## src/rtl/arb_pkg.sv

```systemverilog
package arb_pkg;
  typedef enum logic [1:0] {
    REG_MODE   = 2'd0,
    REG_HRST   = 2'd1,
    REG_SRST   = 2'd2,
    REG_STATUS = 2'd3
  } arb_reg_e;

  localparam int unsigned STAT_LSB = 8;
  localparam int unsigned MCHK_SRC = 2;
endpackage

```

## src/rtl/arb_rr_pick.sv

```systemverilog
module arb_rr_pick #(
  parameter int unsigned N = 4,
  localparam int unsigned IW = $clog2(N)
) (
  input  logic [N-1:0]  elig,
  input  logic [IW-1:0] last,
  output logic          any,
  output logic [IW-1:0] idx
);
  logic [IW-1:0] cand;

  always_comb begin
    any  = 1'b0;
    idx  = last;
    cand = last;
    for (int k = 1; k <= int'(N); k++) begin
      cand = IW'((int'(last) + k) % int'(N));
      if (!any && elig[cand]) begin
        any = 1'b1;
        idx = cand;
      end
    end
  end
endmodule

```

## src/rtl/arb_grant.sv

```systemverilog
module arb_grant #(
  parameter int unsigned N = 4,
  localparam int unsigned IW = $clog2(N)
) (
  input  logic          clk,
  input  logic          rst_n,
  input  logic [N-1:0]  elig,
  input  logic          xfer_done,
  output logic [N-1:0]  gnt,
  output logic          busy,
  output logic [IW-1:0] owner
);
  logic          busy_q, busy_d;
  logic [IW-1:0] owner_q, owner_d;
  logic [IW-1:0] last_q, last_d;
  logic [N-1:0]  gnt_q, gnt_d;
  logic          pick_any;
  logic [IW-1:0] pick_idx;
  logic          upd_en;

  arb_rr_pick #(.N(N)) u_pick (
    .elig (elig),
    .last (last_q),
    .any  (pick_any),
    .idx  (pick_idx)
  );

  always_comb begin
    busy_d  = busy_q;
    owner_d = owner_q;
    last_d  = last_q;
    gnt_d   = gnt_q;
    upd_en  = 1'b0;
    if (busy_q) begin
      if (xfer_done) begin
        busy_d = 1'b0;
        gnt_d  = '0;
        upd_en = 1'b1;
      end
    end else if (pick_any) begin
      busy_d          = 1'b1;
      owner_d         = pick_idx;
      last_d          = pick_idx;
      gnt_d           = '0;
      gnt_d[pick_idx] = 1'b1;
      upd_en          = 1'b1;
    end
  end

  always_ff @(posedge clk or negedge rst_n) begin
    if (!rst_n) begin
      busy_q  <= 1'b0;
      owner_q <= '0;
      last_q  <= IW'(N - 1);
      gnt_q   <= '0;
    end else if (upd_en) begin
      busy_q  <= busy_d;
      owner_q <= owner_d;
      last_q  <= last_d;
      gnt_q   <= gnt_d;
    end
  end

  assign gnt   = gnt_q;
  assign busy  = busy_q;
  assign owner = owner_q;
endmodule

```

## src/rtl/arb_ctl_regs.sv

```systemverilog
module arb_ctl_regs
  import arb_pkg::*;
#(
  parameter int unsigned ADDR_W = 2,
  parameter int unsigned DATA_W = 32,
  parameter int unsigned EXT_M  = 2,
  parameter int unsigned BASE_M = 2
) (
  input  logic              clk,
  input  logic              rst_n,
  input  logic              reg_wr,
  input  logic [ADDR_W-1:0] reg_addr,
  input  logic [DATA_W-1:0] reg_wdata,
  output logic              mode_q,
  output logic [EXT_M-1:0]  hrst_q,
  output logic [EXT_M-1:0]  srst_q,
  output logic [BASE_M-1:0] stat_clr
);
  logic             mode_d;
  logic [EXT_M-1:0] hrst_d, srst_d;
  logic             reg_en;

  always_comb begin
    mode_d   = mode_q;
    hrst_d   = hrst_q;
    srst_d   = srst_q;
    reg_en   = 1'b0;
    stat_clr = '0;
    if (reg_wr) begin
      case (reg_addr)
        ADDR_W'(REG_MODE): begin
          reg_en = 1'b1;
          mode_d = reg_wdata[0];
          if (reg_wdata[0]) begin
            hrst_d = '0;
            srst_d = '0;
          end
        end
        ADDR_W'(REG_HRST): begin
          reg_en = 1'b1;
          hrst_d = reg_wdata[EXT_M-1:0];
        end
        ADDR_W'(REG_SRST): begin
          reg_en = 1'b1;
          srst_d = reg_wdata[EXT_M-1:0];
        end
        default: stat_clr = reg_wdata[STAT_LSB +: BASE_M];
      endcase
    end
  end

  always_ff @(posedge clk or negedge rst_n) begin
    if (!rst_n) begin
      mode_q <= 1'b0;
      hrst_q <= '1;
      srst_q <= '1;
    end else if (reg_en) begin
      mode_q <= mode_d;
      hrst_q <= hrst_d;
      srst_q <= srst_d;
    end
  end
endmodule

```

## src/rtl/arb_err.sv

```systemverilog
module arb_err
  import arb_pkg::*;
#(
  parameter int unsigned N      = 4,
  parameter int unsigned BASE_M = 2,
  localparam int unsigned IW    = $clog2(N)
) (
  input  logic              clk,
  input  logic              rst_n,
  input  logic              bus_err,
  input  logic              busy,
  input  logic [IW-1:0]     owner,
  input  logic [BASE_M-1:0] stat_clr,
  output logic [MCHK_SRC-1:0] mchk_src,
  output logic [BASE_M-1:0] status
);
  logic [MCHK_SRC-1:0] src_q, src_d;
  logic [BASE_M-1:0]   stat_q, stat_d;
  logic                err_live;

  assign err_live = bus_err & busy;

  for (genvar s = 0; s < int'(MCHK_SRC); s++) begin : g_src
    assign src_d[s] = err_live && ((int'(owner) % int'(MCHK_SRC)) == s);
  end

  for (genvar b = 0; b < int'(BASE_M); b++) begin : g_stat
    assign stat_d[b] = (err_live && (int'(owner) == b)) |
                       (stat_q[b] & ~stat_clr[b]);
  end

  always_ff @(posedge clk or negedge rst_n) begin
    if (!rst_n) begin
      src_q  <= '0;
      stat_q <= '0;
    end else begin
      src_q  <= src_d;
      stat_q <= stat_d;
    end
  end

  assign mchk_src = src_q;
  assign status   = stat_q;
endmodule

```

## src/rtl/mpbus_arbiter.sv

```systemverilog
module mpbus_arbiter
  import arb_pkg::*;
#(
  parameter int unsigned NUM_M  = 4,
  parameter int unsigned BASE_M = 2,
  parameter int unsigned ADDR_W = 2,
  parameter int unsigned DATA_W = 32
) (
  input  logic              clk,
  input  logic              rst_n,
  input  logic [NUM_M-1:0]  req_n,
  input  logic              xfer_done,
  input  logic              bus_err,
  output logic [NUM_M-1:0]  gnt_n,
  output logic [NUM_M-1:0]  hreset_n,
  output logic [NUM_M-1:0]  sreset_n,
  output logic [NUM_M-1:0]  mchk_n,
  input  logic              reg_wr,
  input  logic [ADDR_W-1:0] reg_addr,
  input  logic [DATA_W-1:0] reg_wdata,
  output logic [DATA_W-1:0] reg_rdata
);
  localparam int unsigned EXT_M = NUM_M - BASE_M;
  localparam int unsigned IW    = $clog2(NUM_M);

  logic [1:0]          rst_pipe;
  logic                rst_s_n;
  logic                core_up_q;
  logic                mode_q;
  logic [EXT_M-1:0]    hrst_q, srst_q;
  logic [BASE_M-1:0]   stat_clr, status;
  logic [NUM_M-1:0]    elig, gnt;
  logic                busy;
  logic [IW-1:0]       owner;
  logic [MCHK_SRC-1:0] mchk_src;

  always_ff @(posedge clk or negedge rst_n) begin
    if (!rst_n) rst_pipe <= '0;
    else        rst_pipe <= {rst_pipe[0], 1'b1};
  end
  assign rst_s_n = rst_pipe[1];

  always_ff @(posedge clk or negedge rst_s_n) begin
    if (!rst_s_n) core_up_q <= 1'b0;
    else          core_up_q <= 1'b1;
  end

  arb_ctl_regs #(
    .ADDR_W(ADDR_W), .DATA_W(DATA_W), .EXT_M(EXT_M), .BASE_M(BASE_M)
  ) u_regs (
    .clk      (clk),
    .rst_n    (rst_s_n),
    .reg_wr   (reg_wr),
    .reg_addr (reg_addr),
    .reg_wdata(reg_wdata),
    .mode_q   (mode_q),
    .hrst_q   (hrst_q),
    .srst_q   (srst_q),
    .stat_clr (stat_clr)
  );

  for (genvar i = 0; i < int'(NUM_M); i++) begin : g_m
    if (i < int'(BASE_M)) begin : g_base
      assign elig[i]     = ~req_n[i];
      assign hreset_n[i] = core_up_q;
      assign sreset_n[i] = core_up_q;
    end else begin : g_ext
      assign elig[i]     = ~req_n[i] & mode_q & ~hrst_q[i-BASE_M];
      assign hreset_n[i] = ~hrst_q[i-BASE_M];
      assign sreset_n[i] = ~srst_q[i-BASE_M];
    end
    assign gnt_n[i]  = ~gnt[i];
    assign mchk_n[i] = ~mchk_src[i % int'(MCHK_SRC)];
  end

  arb_grant #(.N(NUM_M)) u_grant (
    .clk      (clk),
    .rst_n    (rst_s_n),
    .elig     (elig),
    .xfer_done(xfer_done),
    .gnt      (gnt),
    .busy     (busy),
    .owner    (owner)
  );

  arb_err #(.N(NUM_M), .BASE_M(BASE_M)) u_err (
    .clk     (clk),
    .rst_n   (rst_s_n),
    .bus_err (bus_err),
    .busy    (busy),
    .owner   (owner),
    .stat_clr(stat_clr),
    .mchk_src(mchk_src),
    .status  (status)
  );

  always_comb begin
    reg_rdata = '0;
    case (reg_addr)
      ADDR_W'(REG_MODE): reg_rdata[0]         = mode_q;
      ADDR_W'(REG_HRST): reg_rdata[EXT_M-1:0] = hrst_q;
      ADDR_W'(REG_SRST): reg_rdata[EXT_M-1:0] = srst_q;
      default: begin
        reg_rdata[IW-1:0]             = owner;
        reg_rdata[STAT_LSB +: BASE_M] = status;
      end
    endcase
  end
endmodule

```

## config.mk

```make
export PLATFORM = sky130hd
export DESIGN_NAME = mpbus_arbiter
export DESIGN_NICKNAME = d
export VERILOG_FILES = /design/src/rtl/arb_pkg.sv /design/src/rtl/arb_rr_pick.sv /design/src/rtl/arb_grant.sv /design/src/rtl/arb_ctl_regs.sv /design/src/rtl/arb_err.sv /design/src/rtl/mpbus_arbiter.sv
export SDC_FILE = /design/constraint.sdc
export NUM_CORES = 1
export LEC_CHECK = 0
export CAP_MARGIN = 20
export CORE_ASPECT_RATIO = 0.75
export CORE_MARGIN = 10
export CORE_UTILIZATION = 36
export DETAILED_ROUTE_END_ITERATION = 10
export GPL_ROUTABILITY_DRIVEN = 0
export PLACE_DENSITY = 0.79
export SYNTH_ARGS = -nofsm -noshare
export SYNTH_HDL_FRONTEND = slang
export SYNTH_SLANG_ARGS = --single-unit
export TNS_END_PERCENT = 5
```

## constraint.sdc

```tcl
create_clock -name clk -period 1.49 [get_ports clk]
set_clock_uncertainty 0.2 [all_clocks]
set_input_delay 0.2235 -clock clk [delete_from_list [all_inputs] [get_ports clk]]
set_output_delay 0.2235 -clock clk [all_outputs]
set_load 0.05 [all_outputs]
```

==> flow_summary_export.csv <==
group,metric,value,unit
placement,dp_hpwl,2.65,mm
cts,cts_made_buffers,3,
detailed_routing,drc,0,
grt,grt_first_pass_wirelength,5.33,mm
synth,avgSynthCellArea,9.72,µm²
worst_setup_path,critPathRequiredTime,1070,ps
cts,cts_max_path_buffers,2,
worst_hold_path,hp-class,"reg -> async",
cts,root_buffer,"clkbuf_8",
floorplan,die_area,6700,µm²
sta,rsz0062_at_grt,"yes",
worst_setup_path,timing.rr.end,"u_grant.owner[0]$_DFFE_PN0P_",
layout,n_antenna_cell,0,
placement,placed_cell_area,1860,µm²
cts,path_clk_slew,70,ps
flow_run,max_cap_violations,0,
layout,final_area,1980,µm²
synth,synth_cells,141,
synth,netlist.area_leader.share,27.4,%
power_and_ir_drop,p_leak,0.910,nW
synth,ys_top_cells_by_count,"buf_4 (34), dfrtp_1 (15), inv_1 (13), a22o_1 (8), nand2_1 (8)",
detailed_routing,vias,1048,
detailed_routing,drtIter0Drc,22,
worst_setup_path,r2r_cells,5,
floorplan,start_util,37.4,%
placement,io_buffers,34,
synth,yosysMostFrequentCell,"buf_4",
sta,holdWs,-5.25,ps
sta,maxSlewViolCount,0,
synth,yosysTopAreaCell,"dfrtp_1",
synth,seq_area_frac_synth,38.9,%
cts,clk_latency,260,ps
worst_setup_path,critPathKind,"reg -> out",
grt,antenna_found_initial,0,
worst_setup_path,worst_setup_path_end_kind,"output port",
detailed_routing,wl,3.22,mm
floorplan,io_pins,91,
synth,ys.flop_type,"dfrtp_1",
synth,synth-seq-cells,21,
layout,layout-area-overhead-vs-synth,44.8,%
cts,htree_num_levels,1,
detailed_routing,drtPass1Iterations,4,
power_and_ir_drop,power_density,1390,nW/µm²
worst_setup_path,cp-start-kind,"flop",
synth,syn-cell-area,1370,µm²
sta,fin_crit_sh,122,%
layout,final_nets,228,
synth,synth_edf_count,0,
worst_setup_path,crit_fanout,2,
synth,async_flop_share,100,%
floorplan,die_w,91.2,µm
detailed_routing,vias_per_cell,4.44,
sta,finalHoldViolCount,13,
grt,grt_pass1_vias,1095,
sta,fin_crit,1820,ps
grt,grt_max_degree,20,
placement,dp.cells,230,
power_and_ir_drop,vdd_drop_max,0.652,mV
floorplan,core-area,3660,µm²
sta,setup_ws,-327,ps
floorplan,dieHeight,73.4,µm
sta,fmax,550,MHz
worst_setup_path,cp.arrival,1390,ps
sta,setup_violations,12,
synth,synth_cell_types,37,
synth,synth.area.top_cells,"dfrtp_1 (27%), buf_4 (19%), dfstp_2 (12%)",
floorplan,rows,19,
grt,grt_usage,9.89,%
run_status,violations,"hold timing, setup timing",
sta,fin_setup_tns,-2310,ps
worst_setup_path,r2r_start,"u_regs.hrst_q[0]$_DFFE_PN1P_",
grt,grt-ovfl-total,0,
layout,finalNonFillerCells,236,
detailed_routing,final_antenna_net_count,0,
synth,yosysWarnings,0,
cts,cts_tree,"built",
cts,numClockSinks,21,
run_status,status,"finished, violations left",
detailed_routing,wl_per_cell,13.6,µm
worst_setup_path,rrSetupSlack,-280,ps
layout,drive_gt1_share,34.8,%
==> timing repair <==
item / CTS / global route
gates resized for setup: 15 / 6
pin swaps: 1 / 3
hold buffers: 1 / 0
hold endpoints to repair: 2 / 0
buffers inserted: 1 / 0
setup endpoints to repair: 16 / 15
==> critical path, stage by stage (launching register included) <==
cell     delay [ps]
dfstp_2         380
buf_6           110
mux4_2          470
buf_8           170
==> stage by stage <==
stage                     util, %  total power [W]  hold WS (ps)  setup slack (ps)
after floorplan                 -          0.00184          -272              -128
after global placement       50.7          0.00229         -3.99              -428
after detailed placement     50.7          0.00232          3.21              -463
after CTS                    53.3          0.00274          10.1              -333
after global routing         54.2          0.00292          28.4              -371
final                        54.2          0.00276         -5.25              -327
==> area by class of cell <==
| cell class | instances | area [µm²] |
|---|---|---|
| Clock buffer | 3 | 41.3 |
| Multi-Input combinational cell | 96 | 661 |
| Fill cell | 344 | 1680 |
| Timing Repair Buffer | 50 | 631 |
| Inverter | 13 | 48.8 |
| Sequential cell | 21 | 533 |
| Tap cell | 52 | 65.1 |
| Clock inverter | 1 | 5.00 |
==> sequential cells by signal, summed over array words and instances (netlist names) <==
register and cells:
u_regs.mode_q 1, rst_pipe 2, u_err.mchk_src 2, u_regs.srst_q 2
u_err.status 2, u_grant.last_q 2, u_grant.busy 1, u_grant.owner 2
u_regs.hrst_q 2, u_grant.gnt 4, core_up_q 1
==> power breakdown <==
group          switching, W  total (W)  leakage [nW]  internal, W
clock              0.000183   0.000370        0.0255     0.000186
sequential         0.000134   0.000874         0.247     0.000740
combinational      0.000861    0.00152         0.637     0.000659
==> cells in the final DEF, fill, tap and decap left out, drive strengths merged, types with 5 or more instances in the layout <==
master	synthesis	final
buf	36	35
a22o	8	8
conb	2	30
clkdlybuf4s50	0	11
o21ai	5	5
dfstp	6	6
dfrtp	15	15
nand2	8	8
nor2	5	5
inv	13	13
==> worst max-delay path by stage <==
stage | start | end | slack, ps
floorplan | u_regs.srst_q[1]$_DFFE_PN1P_ | reg_rdata[1] | -130
global placement | req_n[3] | u_grant.owner[0]$_DFFE_PN0P_ | -430
detailed placement | req_n[3] | u_grant.owner[0]$_DFFE_PN0P_ | -460
CTS | u_regs.hrst_q[0]$_DFFE_PN1P_ | reg_rdata[0] | -330
global route | u_regs.hrst_q[0]$_DFFE_PN1P_ | reg_rdata[0] | -370
finish | u_regs.hrst_q[0]$_DFFE_PN1P_ | reg_rdata[0] | -330
==> metal layers <==
metal | global-route usage (%) | vias to the layer above | wire (µm)
li1 | - | 504 | -
met1 | 10.0 | 491 | 1220
met2 | 17.0 | 47 | 1580
met3 | 6.10 | 6 | 388
met4 | 2.60 | 0 | 31
met5 | 0 | - | 0
==> cells by family after synthesis <==
| logic type | share of synthesized area (%) |
|---|---|
| simple gates | 14.1 |
| mux | 4.11 |
| other cells | 0.548 |
| compound gates | 18.5 |
| flops | 38.9 |
| buf+inv | 23.8 |
Note: power is estimated with default switching activity, not from simulation.
